==> config.mk <==
export PLATFORM = sky130hd
export DESIGN_NAME = i2c_cmd_master
export DESIGN_NICKNAME = d
export VERILOG_FILES = /design/src/rtl/i2cm_pkg.sv /design/src/rtl/i2cm_qtick.sv /design/src/rtl/i2cm_shifter.sv /design/src/rtl/i2cm_busmon.sv /design/src/rtl/i2c_cmd_master.sv
export SDC_FILE = /design/constraint.sdc
export NUM_CORES = 1
export LEC_CHECK = 0
export BUFFER_PORTS_ARGS = -buffer_cell sky130_fd_sc_hd__clkbuf_2
export CORE_MARGIN = 4
export CORE_UTILIZATION = 30
export DETAILED_ROUTE_END_ITERATION = 6
export SYNTH_ARGS = -nofsm -noshare
export SYNTH_HDL_FRONTEND = slang
export SYNTH_SLANG_ARGS = --single-unit
==> constraint.sdc <==
create_clock -name clk -period 3.2 [get_ports clk]
set_clock_uncertainty 0.1 [all_clocks]
set_input_delay 0.32 -clock clk [delete_from_list [all_inputs] [get_ports clk]]
set_output_delay 0.32 -clock clk [all_outputs]
set_load 0.005 [all_outputs]
==> src/rtl/i2cm_pkg.sv <==
package i2cm_pkg;

    typedef enum logic [3:0] {
        S_IDLE   = 4'd0,
        S_START  = 4'd1,
        S_HOLD   = 4'd2,
        S_RSTART = 4'd3,
        S_STOP   = 4'd4,
        S_TXBIT  = 4'd5,
        S_TXACK  = 4'd6,
        S_RXBIT  = 4'd7,
        S_RXACK  = 4'd8
    } mst_state_t;

    typedef enum logic [1:0] {
        OP_START  = 2'd0,
        OP_RSTART = 2'd1,
        OP_STOP   = 2'd2,
        OP_RECV   = 2'd3
    } mst_op_t;

endpackage

==> src/rtl/i2cm_qtick.sv <==
// Quarter-period timer: each SCL period is four quarters of (div+1) clocks.
module i2cm_qtick #(
    parameter int DIV_W = 8
) (
    input  logic             clk,
    input  logic             rst_n,
    input  logic             run,
    input  logic [DIV_W-1:0] div,
    output logic [1:0]       q,
    output logic             tick,
    output logic             last
);

    logic [DIV_W-1:0] cnt;

    always_ff @(posedge clk or negedge rst_n) begin
        if (!rst_n) begin
            cnt <= '0;
            q   <= 2'd0;
        end else if (!run) begin
            cnt <= '0;
            q   <= 2'd0;
        end else if (cnt == div) begin
            cnt <= '0;
            q   <= q + 2'd1;
        end else begin
            cnt <= cnt + 1'b1;
        end
    end

    assign tick = run && (cnt == div);
    assign last = tick && (q == 2'd3);

endmodule

==> src/rtl/i2cm_shifter.sv <==
// Shared shift register: transmit shifts out MSB first, receive shifts in at LSB.
module i2cm_shifter #(
    parameter int W = 8
) (
    input  logic         clk,
    input  logic         rst_n,
    input  logic         load,
    input  logic [W-1:0] din,
    input  logic         shift_tx,
    input  logic         shift_rx,
    input  logic         rx_bit,
    output logic         msb,
    output logic [W-1:0] word
);

    logic [W-1:0] sh;

    always_ff @(posedge clk or negedge rst_n) begin
        if (!rst_n) begin
            sh <= '0;
        end else if (load) begin
            sh <= din;
        end else if (shift_rx) begin
            sh <= {sh[W-2:0], rx_bit};
        end else if (shift_tx) begin
            sh <= {sh[W-2:0], 1'b1};
        end
    end

    assign msb  = sh[W-1];
    assign word = sh;

endmodule

==> src/rtl/i2cm_busmon.sv <==
// Watches the lines for Start and Stop conditions.
module i2cm_busmon (
    input  logic clk,
    input  logic rst_n,
    input  logic en,
    input  logic scl_in,
    input  logic sda_in,
    output logic start_seen,
    output logic stop_seen,
    output logic bus_free
);

    logic scl_q, sda_q;
    logic start_ev, stop_ev;

    assign start_ev = scl_q && scl_in && sda_q && !sda_in;
    assign stop_ev  = scl_q && scl_in && !sda_q && sda_in;

    always_ff @(posedge clk or negedge rst_n) begin
        if (!rst_n) begin
            scl_q      <= 1'b1;
            sda_q      <= 1'b1;
            start_seen <= 1'b0;
            stop_seen  <= 1'b0;
        end else begin
            scl_q <= scl_in;
            sda_q <= sda_in;
            if (!en) begin
                start_seen <= 1'b0;
                stop_seen  <= 1'b0;
            end else if (start_ev) begin
                start_seen <= 1'b1;
                stop_seen  <= 1'b0;
            end else if (stop_ev) begin
                start_seen <= 1'b0;
                stop_seen  <= 1'b1;
            end
        end
    end

    assign bus_free = stop_seen || !start_seen;

endmodule

==> src/rtl/i2c_cmd_master.sv <==
module i2c_cmd_master
    import i2cm_pkg::*;
#(
    parameter int DIV_W  = 8,
    parameter int DATA_W = 8
) (
    input  logic              clk,
    input  logic              rst_n,
    input  logic              en,
    input  logic [DIV_W-1:0]  div,
    input  logic              cmd_valid,
    input  logic [1:0]        cmd_op,
    input  logic              cmd_ack,
    input  logic              tx_wr,
    input  logic [DATA_W-1:0] tx_byte,
    input  logic              clr_irq,
    input  logic              clr_wcol,
    input  logic              scl_in,
    input  logic              sda_in,
    output logic              scl_oe,
    output logic              sda_oe,
    output logic              busy,
    output logic              start_busy,
    output logic              stop_busy,
    output logic              irq,
    output logic              wcol,
    output logic              ack_stat,
    output logic [DATA_W-1:0] rx_data,
    output logic              start_seen,
    output logic              stop_seen,
    output logic              bus_free
);

    localparam int            BW       = (DATA_W > 1) ? $clog2(DATA_W) : 1;
    localparam logic [BW-1:0] LAST_BIT = BW'(DATA_W - 1);

    mst_state_t state, nstate;
    mst_op_t    op;
    logic       cmd_go, wr_go;
    logic [1:0] q;
    logic       tick, last, sample;
    logic       run;
    logic [BW-1:0] bitcnt;
    logic       ack_drv;
    logic       sh_load, sh_tx, sh_rx, sh_msb;
    logic [DATA_W-1:0] sh_word;
    logic       ev_done;

    assign op     = mst_op_t'(cmd_op);
    assign cmd_go = en && cmd_valid;
    assign wr_go  = en && tx_wr && !cmd_valid;
    assign busy   = (state != S_IDLE) && (state != S_HOLD);
    assign run    = busy;
    assign sample = tick && (q == 2'd1);

    assign start_busy = (state == S_START) || (state == S_RSTART);
    assign stop_busy  = (state == S_STOP);

    i2cm_qtick #(.DIV_W(DIV_W)) u_qtick (
        .clk  (clk),
        .rst_n(rst_n),
        .run  (run),
        .div  (div),
        .q    (q),
        .tick (tick),
        .last (last)
    );

    assign sh_load = (state == S_HOLD) && (nstate == S_TXBIT);
    assign sh_tx   = (state == S_TXBIT) && last;
    assign sh_rx   = (state == S_RXBIT) && sample;

    i2cm_shifter #(.W(DATA_W)) u_shift (
        .clk     (clk),
        .rst_n   (rst_n),
        .load    (sh_load),
        .din     (tx_byte),
        .shift_tx(sh_tx),
        .shift_rx(sh_rx),
        .rx_bit  (sda_in),
        .msb     (sh_msb),
        .word    (sh_word)
    );

    i2cm_busmon u_mon (
        .clk       (clk),
        .rst_n     (rst_n),
        .en        (en),
        .scl_in    (scl_in),
        .sda_in    (sda_in),
        .start_seen(start_seen),
        .stop_seen (stop_seen),
        .bus_free  (bus_free)
    );

    // Next-state logic
    always_comb begin
        nstate = state;
        unique case (state)
            S_IDLE: begin
                if (cmd_go && op == OP_START) nstate = S_START;
            end
            S_HOLD: begin
                if (cmd_go) begin
                    unique case (op)
                        OP_RSTART: nstate = S_RSTART;
                        OP_STOP:   nstate = S_STOP;
                        OP_RECV:   nstate = S_RXBIT;
                        OP_START:  nstate = S_HOLD;
                    endcase
                end else if (wr_go) begin
                    nstate = S_TXBIT;
                end
            end
            S_START:  if (last) nstate = S_HOLD;
            S_RSTART: if (last) nstate = S_HOLD;
            S_STOP:   if (last) nstate = S_IDLE;
            S_TXBIT:  if (last && bitcnt == '0) nstate = S_TXACK;
            S_TXACK:  if (last) nstate = S_HOLD;
            S_RXBIT:  if (last && bitcnt == '0) nstate = S_RXACK;
            S_RXACK:  if (last) nstate = S_HOLD;
            default:  nstate = S_IDLE;
        endcase
        if (!en) nstate = S_IDLE;
    end

    // State register
    always_ff @(posedge clk or negedge rst_n) begin
        if (!rst_n) state <= S_IDLE;
        else        state <= nstate;
    end

    assign ev_done = last && en &&
                     ((state == S_START) || (state == S_RSTART) || (state == S_STOP) ||
                      (state == S_TXACK) || (state == S_RXACK));

    // Datapath and flags
    always_ff @(posedge clk or negedge rst_n) begin
        if (!rst_n) begin
            bitcnt   <= '0;
            ack_drv  <= 1'b1;
            ack_stat <= 1'b0;
            rx_data  <= '0;
            irq      <= 1'b0;
            wcol     <= 1'b0;
        end else begin
            if ((state == S_HOLD) && ((nstate == S_TXBIT) || (nstate == S_RXBIT)))
                bitcnt <= LAST_BIT;
            else if (last && ((state == S_TXBIT) || (state == S_RXBIT)) && (bitcnt != '0))
                bitcnt <= bitcnt - 1'b1;

            if ((state == S_HOLD) && (nstate == S_RXBIT))
                ack_drv <= cmd_ack;

            if ((state == S_TXACK) && sample)
                ack_stat <= sda_in;

            if ((state == S_RXACK) && last)
                rx_data <= sh_word;

            if (ev_done)      irq <= 1'b1;
            else if (clr_irq) irq <= 1'b0;

            if (en && tx_wr && busy) wcol <= 1'b1;
            else if (clr_wcol)       wcol <= 1'b0;
        end
    end

    // Line drive per state and quarter
    always_comb begin
        scl_oe = 1'b0;
        sda_oe = 1'b0;
        unique case (state)
            S_IDLE: begin
                scl_oe = 1'b0;
                sda_oe = 1'b0;
            end
            S_START: begin
                scl_oe = (q == 2'd3);
                sda_oe = (q != 2'd0);
            end
            S_HOLD: begin
                scl_oe = 1'b1;
                sda_oe = 1'b0;
            end
            S_RSTART: begin
                scl_oe = (q == 2'd0) || (q == 2'd3);
                sda_oe = (q == 2'd2) || (q == 2'd3);
            end
            S_STOP: begin
                scl_oe = (q == 2'd0);
                sda_oe = (q != 2'd3);
            end
            S_TXBIT: begin
                scl_oe = (q == 2'd0) || (q == 2'd3);
                sda_oe = !sh_msb;
            end
            S_TXACK, S_RXBIT: begin
                scl_oe = (q == 2'd0) || (q == 2'd3);
                sda_oe = 1'b0;
            end
            S_RXACK: begin
                scl_oe = (q == 2'd0) || (q == 2'd3);
                sda_oe = !ack_drv;
            end
            default: begin
                scl_oe = 1'b0;
                sda_oe = 1'b0;
            end
        endcase
    end

endmodule

# Yosys cells after proc, flatten, opt, wreduce, memory -nomap -nowiden
# Index checks and enable logic that the tools add are counted.
# totals
ff_bits,41
latchBits,0
ram_bits,0
mem_bits_ro,0
output_inout_bits,19
word_cells,123
memories,0
# classes
add_sub_neg,3
multipliers,0
n_div,0
n_lt_le_gt_ge,0
eq_ne,21
shifts,0
muxes,31
bitwise_logic,0
n_reduce_logical,54
# ops
cell,n
two-way mux 8 bit,5
two-way mux 4 bit,8
logical AND 1 bit,26
equality test 4 x 3 -> 1 bit (second input constant),6
case mux 4 bit (6 select lines),1
case mux 4 bit (4 select lines),1
two-way mux 1 bit,10
logical OR 1 bit,9
adder 8 x 1 -> 8 bit (second input constant),1
equality test 2 bit (second input constant),4
equality test 4 x 2 -> 1 bit (second input constant),2
equality test 8 bit,1
nonzero test 2 bit,4
logical NOT 1 bit,6
two-way mux 3 bit,2
nonzero test 3 bit,2
case mux 1 bit (5 select lines),1
OR reduction 5 bit,1
equality test 2 x 1 -> 1 bit (second input constant),2
equality test 4 x 1 -> 1 bit (second input constant),1
equality test 4 bit (second input constant),1
logical NOT 2 bit,2
logical NOT 4 bit,1
two-way mux 2 bit,2
other kinds (10),10

# Longest topological paths before layout
# Gate-level depths: netlist of run 1.
# depth
word_depth,12
depth_mapped,10
ltp_nobuf,9

# Modules after synthesis
# From an unflattened synthesis of run 1, not the netlist that was laid out.
# hier_totals
hier_cells,245
hier_area_um2,2462.4
# by_module_without_submodules
mod,instances,cells_each,area_each_um2,seq_area_each_um2
i2c_cmd_master,1,136,1277.5,476.7
i2cm_qtick,1,54,550.5,250.2
i2cm_shifter,1,40,447.9,200.2
i2cm_busmon,1,15,186.4,102.6

# Worst setup path after synthesis of run 1
# No wires, ideal clock.
# synth_path
kind,register to register
start,register u_qtick.cnt[3]
end,"register u_shift.sh[0], in the netlist u_shift.word[0]"
setup_ns,0.125
t_arrival_ns,2.262
path_slack_ns,0.713
stages_incl_launch_ff,8
n_path_buf,1
cell_sequence,dfrtp_1 -> xor2_1 -> nor4_4 -> nand4_4 -> and3_4 -> or4_4 -> buf_6 -> mux2_4
# synth_via
elab_chain_cells,10
# synth_lines
element,line_no,text
start: declaration,i2cm_qtick.sv:14,logic [DIV_W-1:0] cnt;
start signal: assignment,i2cm_qtick.sv:27,cnt <= cnt + 1'b1;
equality test 8 bit *,i2cm_qtick.sv:31,assign tick = run && (cnt == div);
logical AND 1 bit *,i2cm_qtick.sv:31,
logical AND 1 bit,i2cm_qtick.sv:32,assign last = tick && (q == 2'd3);
logical AND 1 bit,"i2c_cmd_master.sv:118, i2c_cmd_master.sv:120",
"two-way mux 4 bit, on equally long branches","i2c_cmd_master.sv:120, i2c_cmd_master.sv:118",
case mux 4 bit (6 select lines),i2c_cmd_master.sv:99,unique case (state)
two-way mux 4 bit,i2c_cmd_master.sv:124,if (!en) nstate = S_IDLE;
equality test 4 x 3 -> 1 bit,i2c_cmd_master.sv:69,assign sh_load = (state == S_HOLD) && (nstate == S_TXBIT);
logical AND 1 bit,i2c_cmd_master.sv:69,
nonzero test 3 bit (no source line) / two-way mux 8 bit (equally long branches),--,
end signal: assignment,i2cm_shifter.sv:22,sh <= din;
end signal: assignment,i2cm_shifter.sv:24,"sh <= {sh[W-2:0], rx_bit};"
end signal: assignment,i2cm_shifter.sv:26,"sh <= {sh[W-2:0], 1'b1};"
end: declaration,i2cm_shifter.sv:16,logic [W-1:0] sh;
# Mark *: on every way between the ends. The rest lies on a longest branch, timed or not.
# A chain may end at the register's enable or synchronous reset.

# Worst setup path in the final report of run 1
# layout_path
start,register state[0]
end,"register u_shift.sh[4], in the netlist u_shift.word[4]"
# layout_via
elab_chain_cells,11
# layout_lines
element,line_no,text
start: declaration,i2c_cmd_master.sv:37,"mst_state_t state, nstate;"
start signal: assignment,i2c_cmd_master.sv:130,else state <= nstate;
inequality test 4 x 2 -> 1 bit / nonzero test 4 bit (equally long branches),i2c_cmd_master.sv:52,assign busy = (state != S_IDLE) && (state != S_HOLD);
logical AND 1 bit,i2c_cmd_master.sv:52,
logical AND 1 bit,i2cm_qtick.sv:31,
logical AND 1 bit,i2cm_qtick.sv:32,
logical AND 1 bit,"i2c_cmd_master.sv:118, i2c_cmd_master.sv:120",
"two-way mux 4 bit, on equally long branches","i2c_cmd_master.sv:120, i2c_cmd_master.sv:118",
case mux 4 bit (6 select lines),i2c_cmd_master.sv:99,
two-way mux 4 bit,i2c_cmd_master.sv:124,
equality test 4 x 3 -> 1 bit,i2c_cmd_master.sv:69,
logical AND 1 bit,i2c_cmd_master.sv:69,
nonzero test 3 bit (no source line) / two-way mux 8 bit (equally long branches),--,
# Several ways; a longest one is shown, not always the timed one.

==> reports/results.ini, run 1 <==
[timing]
tns_ns = 0
slew_violations = 0
hold_viol = 0
rsz0062_at_grt = no
min_period_ns = 2.82
max_slew.worst_pin.slew_ns = 1.02
timing.slew.headroom_pct = 31.7
timing.final.ws_setup_ns = 0.382
setup_violations = 0
final.period_utilization_pct = 88.0
fmaxAchievable_mhz = 355

[synth]
synth_compound_area_share_pct = 8.54
synth-seq-area-share_pct = 42.6
synth_cell_types = 44
syn_nets = 272
synthArstFlopShare_pct = 100
synth_top_family_by_area = simple AND/OR/NAND/NOR gates
synth-edff-count = 0
syn-cell-area_um2 = 2420
synth_fa_ha_area_share_pct = 3.62
synthSimpleGateAreaFrac_pct = 20.4
yosys_warnings = 0
synth_top_flop_cell = dfrtp_1
synth_mux_area_share_pct = 14.6
yosys_register_bits = 41
synth_cells = 237
synth_xor_area_share_pct = 6.16
syn_avg_cell_area_um2 = 10.2

[clock_network]
cts_resized = 0
post_cts_buffers = 0
clkLatencyLatePin_ns = 0.29
cts_tree = done
root_buffer = clkbuf_8
cts_max_level = 2
cts_made_buffers = 5
cts.sinks = 41
clkTransAtPathRegs_ns = 0.08
cts_hold_buf = 0
cts_buffer_depth = 2

[detailed_routing]
antenna_left = 0
viasPerCell = 4.71
drcViolationCount = 0
routedWlPerCell_um = 13.5
via_count = 1824
routed_wl_mm = 5.22
drt_iter0_markers = 115
drtPass1Iterations = 4

[final_layout]
layout_commonest_cell = clkbuf_2
mostFrequentLayoutCells = clkbuf_2, dfrtp_1, nor2_1, mux2_2, nand2_1
drive_gt1_share_pct = 34.4
antennaDiodeCount = 0
multi_input_area_um2 = 1290
final_cells = 387
nets = 319
nFillCells = 811
syn_to_final_growth_pct = 17.3
regArea_um2 = 1030
post-route-util_pct = 36.5
fin_area_um2 = 2840

[worst_setup_path]
crit_required_ns = 3.28
start_kind = flip-flop
cp_max_fo = 14
crit_path_end_kind = flip-flop
path_class = reg2reg
crit_arrival_ns = 2.90

[placed_design]
pre_cts_ws_ns = 0.393
io_buffers = 46
place_congestion = 0.880
dp_hpwl_mm = 3.99
dp.cells = 379
postPlaceCellArea_um2 = 2750

[grt]
grt.overflow.total = 0
grtUsageMet1_pct = 14.6
first_global_vias = 1887
use_met3_pct = 3.00
grt_pass1_wl_mm = 9.04
top_usage_layer = met2
grt_usage_pct = 11.6
met2_usage_pct = 18.8
antenna_found_initial = 0
grt_max_degree = 42

[die]
fp-row-count = 32
core_region_area_um2 = 7770
die_y_um = 97.8
die-area_um2 = 9560
die_w_um = 97.8
start_util_pct = 31.1
pin_count = 47

[min_path]
hold_class = in2reg

[pwr]
p_leak_uw = 0.00140
vdd_drop_max_v = 0.000146
p_per_area_nw_per_um2 = 325

[run]
cap_violations = 0

[outcome]
status = finished, final reports clean

## through the flow
step,hold slack (ns),power [µW]
detailed placement,0.342,604
global route,0.0251,967
finish,0.0304,923
CTS,0.0277,940
global placement,0.340,603
floorplan,-0.0756,562
## sequential cells by signal (all words and copies together) (netlist names), 2 cells and up
| name | cells |
|---|---|
| rx_data | 8 |
| bitcnt | 3 |
| u_shift.word | 8 |
| u_qtick.cnt | 8 |
| u_qtick.q | 2 |
| state | 4 |
## cell type report
class | instances | share of cell area [%]
multi-input cells | 173 | 45.4
clock buffers | 5 | 2.43
well taps | 102 | 4.50
repair buffers | 49 | 8.91
flip-flops and latches | 41 | 36.3
inverters | 14 | 1.85
clock inverters | 3 | 0.617
## worst max-delay path, stage by stage, from the launching register on
cell	delay (ns)
dfrtp_1	0.55
nand2b_1	0.27
nor3_1	0.36
o311a_1	0.25
a311oi_1	0.06
nand4b_4	0.23
or4_4	0.55
mux2_4	0.33
## where the power goes
group          total [µW]  internal, µW  switching, µW
combinational        64.1          25.8           38.3
sequential            527           523           4.90
clock                 331           150            181
total                 923           699            224
## metal layers
| metal | wire [µm] | share of wire [%] |
|---|---|---|
| met1 | 2410 | 46 |
| met2 | 2450 | 47 |
| met3 | 226 | 4.3 |
| met4 | 127 | 2.4 |
| met5 | 0 | 0 |
## worst paths after layout
| check | slack (ns) | cells after the start | from | endpoint |
|---|---|---|---|---|
| max | 0.38 | 7 | state[0] | u_shift.word[4] |
| min | 0.03 | 1 | scl_in | u_mon.scl_q |
| max reg2reg | 0.38 | 7 | state[0] | u_shift.word[4] |
| min reg2reg | 0.41 | 1 | rx_data[5] | rx_data[5] |
| max in group asynchronous | 2.27 | 1 | rst_n | state[2] |
| min in group asynchronous | 0.08 | 1 | rst_n | u_qtick.q[1] |
## cell usage after synthesis (2+ instances only)
library cell	instances	area, µm²
dfrtp_1	38	951
nor2_1	22	82.6
mux2_2	18	203
nand2_1	16	60.1
xor2_1	14	123
a21oi_1	13	65.1
inv_1	13	48.8
nor3_1	11	55.1
o21ai_0	10	50.1
nand3_1	9	45.0
mux2_4	8	120
ha_1	7	87.6
nand2b_1	7	43.8
clkbuf_1	5	18.8
nor2b_1	4	25.0
dfstp_2	3	78.8
mux2i_1	3	30.0
o22ai_1	3	18.8
xnor2_1	3	26.3
a21o_1	2	15.0
and3_1	2	12.5
and3_2	2	15.0
buf_2	2	10.0
o211ai_1	2	15.0
## kinds of logic (layout without fill, tap and decap cells)
| group | count (synthesis) | in the layout |
|---|---|---|
| AND/OR/NAND/NOR | 85 | 85 |
| flip-flops | 41 | 41 |
| AO/OA/AOI/OAI | 35 | 35 |
| multiplexers | 29 | 29 |
| buffers and inverters | 23 | 71 |
| XOR/XNOR | 17 | 17 |
| adder cells (fa/ha/maj) | 7 | 7 |
Power figures use the tool's default switching activity.
==> run 2, diff against run 1 <==
--- a/config.mk
+++ b/config.mk
@@ -5,6 +5,7 @@
 export SDC_FILE = /design/constraint.sdc
 export NUM_CORES = 1
 export LEC_CHECK = 0
+export ABC_AREA = 1
 export BUFFER_PORTS_ARGS = -buffer_cell sky130_fd_sc_hd__clkbuf_2
 export CORE_MARGIN = 4
 export CORE_UTILIZATION = 30
==> run 2 against run 1 <==
Cell area increased by 5.0%. Synthesized area up 4.4%. Critical endpoint is now u_shift.word[0]. Largest power group unchanged. Total power grew 11%. Final cell count is 31% higher. Sequential power barely moved. Clock-buffer cell count stayed put.
==> reports/results.ini, run 2 <==
[clock_network]
cts_resized = 0
cts_made_buffers = 5
root_buffer = clkbuf_8
cts_hold_buf = 0
clkTransAtPathRegs_ns = 0.09
post_cts_buffers = 0
clkLatencyLatePin_ns = 0.30
cts.sinks = 41
cts_max_level = 2
cts_buffer_depth = 2
cts_tree = done

[final_layout]
mostFrequentLayoutCells = nand2_1, inv_1, clkbuf_2, dfrtp_1
nets = 437
final_cells = 508
nFillCells = 876
syn_to_final_growth_pct = 18.0
drive_gt1_share_pct = 23.8
antennaDiodeCount = 0
layout_commonest_cell = nand2_1

[synth]
synth_cells = 352
synth_cell_types = 33
yosys_register_bits = 41
yosys_warnings = 0
synthTopCellsByArea = dfrtp_1, nand2_1, inv_1
syn_avg_cell_area_um2 = 7.17
synth-edff-count = 0
synth_top_flop_cell = dfrtp_1
synth_common_cells = nand2_1, inv_1, dfrtp_1, nand3_1, nor2_1
synth-seq-area-share_pct = 40.8
yosysTopAreaCell = dfrtp_1
synth.most_common_cell = nand2_1
syn_nets = 387
synthArstFlopShare_pct = 100
synth_top_area_share_pct = 37.7
syn-cell-area_um2 = 2520

[detailed_routing]
via_count = 2288
drtPass1Iterations = 5
viasPerCell = 4.50
routedWlPerCell_um = 12.0
antenna_left = 0
drt_iter0_markers = 193
routed_wl_mm = 6.08
drcViolationCount = 0

[worst_setup_path]
slowest_stage = dfrtp_1
crit_arrival_ns = 2.53
path_cells = nor2_1, inv_2, nor3_2, inv_2, nand3_1, inv_2, nor2_1, nor2_2, nor2_4, nand2_4, nand2_1, nand2_1, nand2_1, inv_1
start_kind = flip-flop
path_class = reg2reg
r2r_slack_ns = 0.77
crit_required_ns = 3.31
crit_path_end_kind = flip-flop
slowest_delay_ns = 0.47
cp_max_fo = 16

[grt]
grt_max_degree = 42
first_global_vias = 2268
antenna_found_initial = 0
grt_pass1_wl_mm = 10.5
grt_usage_pct = 12.9
grt.overflow.total = 0

[die]
die_y_um = 99.7
fp-row-count = 33
die_w_um = 99.7
core_region_area_um2 = 8220
start_util_pct = 30.7
pin_count = 47
die-area_um2 = 9950

[timing]
slew_violations = 0
setup_violations = 0
max_slew.worst_pin.slew_ns = 1.05
rsz0062_at_grt = no
hold_viol = 0
final.period_utilization_pct = 75.8
whs_ns = 0.0175
tns_ns = 0
timing.slew.headroom_pct = 30.1
fmaxAchievable_mhz = 412
min_period_ns = 2.43

[placed_design]
dp.cells = 500
io_buffers = 46
place_congestion = 0.954
dp_hpwl_mm = 4.72

[outcome]
status = finished, final reports clean

[run]
cap_violations = 0

[pwr]
power_uw = 1020
p_per_area_nw_per_um2 = 343
p_leak_uw = 0.00161
vdd_drop_max_v = 0.000181

[min_path]
hold_class = in2reg

==> run 2: cell count changes after synthesis, sizes merged, moves of 5 or more <==
cell / change
o21ai: +13
inv: +61
a21oi: -5
nand2b: -7
and3: -5
nand3: +17
nand2: +95
nor2: +10
xor2: -11
mux2: -25
==> run 2: worst paths after layout <==
| path | start | to | cells after the start |
|---|---|---|---|
| max | state[1] | u_shift.word[0] | 14 |
| min | scl_in | u_mon.scl_q | 1 |
| max reg2reg | state[1] | u_shift.word[0] | 14 |
| min reg2reg | ack_drv | ack_drv | 2 |
| max in group asynchronous | rst_n | state[2] | 1 |
| min in group asynchronous | rst_n | rx_data[4] | 1 |
==> run 2: power by group <==
part	switching [µW]	leakage (µW)	internal, µW	total (µW)
registers	2.20	0.000515	522	524
logic	39.4	0.00105	23.0	62.4
clock network	202	0.0000543	234	435
==> run 2: cell families (layout without fill, tap and decap cells) <==
logic type,count (synthesis),count (layout),synth area share (%)
and+or+nand+nor,184,184,33.7
buffers and inverters,78,129,12.0
DFF,41,41,40.8
AOI/OAI and AO/OA,37,37,8.18
adders and majority gates,7,7,3.47
xor gates and xnor gates,4,4,1.39
muxes,1,1,0.446
==> run 2: cell type report <==
cell class,instances,area (µm²),share of cell area (%)
multi-input cells,233,1190,40.0
clock inverters,3,46.3,1.55
well taps,105,131,4.41
clock buffers,5,68.8,2.31
inverters,75,282,9.45
repair buffers,46,230,7.73
flip-flops and latches,41,1030,34.6
==> run 2: metrics by stage <==
step | setup slack, ns | util, % | instance area [µm²]
2_1_floorplan | 1.23 | - | 2520
3_3_place_gp | 0.886 | 34.9 | 2860
3_5_place_dp | 0.845 | 34.9 | 2860
4_1_cts | 0.793 | 36.3 | 2980
5_1_grt | 0.523 | 36.3 | 2980
6_report | 0.774 | 36.3 | 2980
==> run 2: routing by layer <==
metal,up-vias,GRT usage [%],routed length [µm]
met5,-,0,0
met1,1010,17.7,2950
li1,1188,-,-
met2,76,20.1,2740
met3,14,2.17,262
met4,0,5.46,131
==> run 2: critical path: cells and delay by family (launching register included) <==
family,cells,cell delay (ns)
simple gates,10,1.54
flops,1,0.47
buf+inv,4,0.21
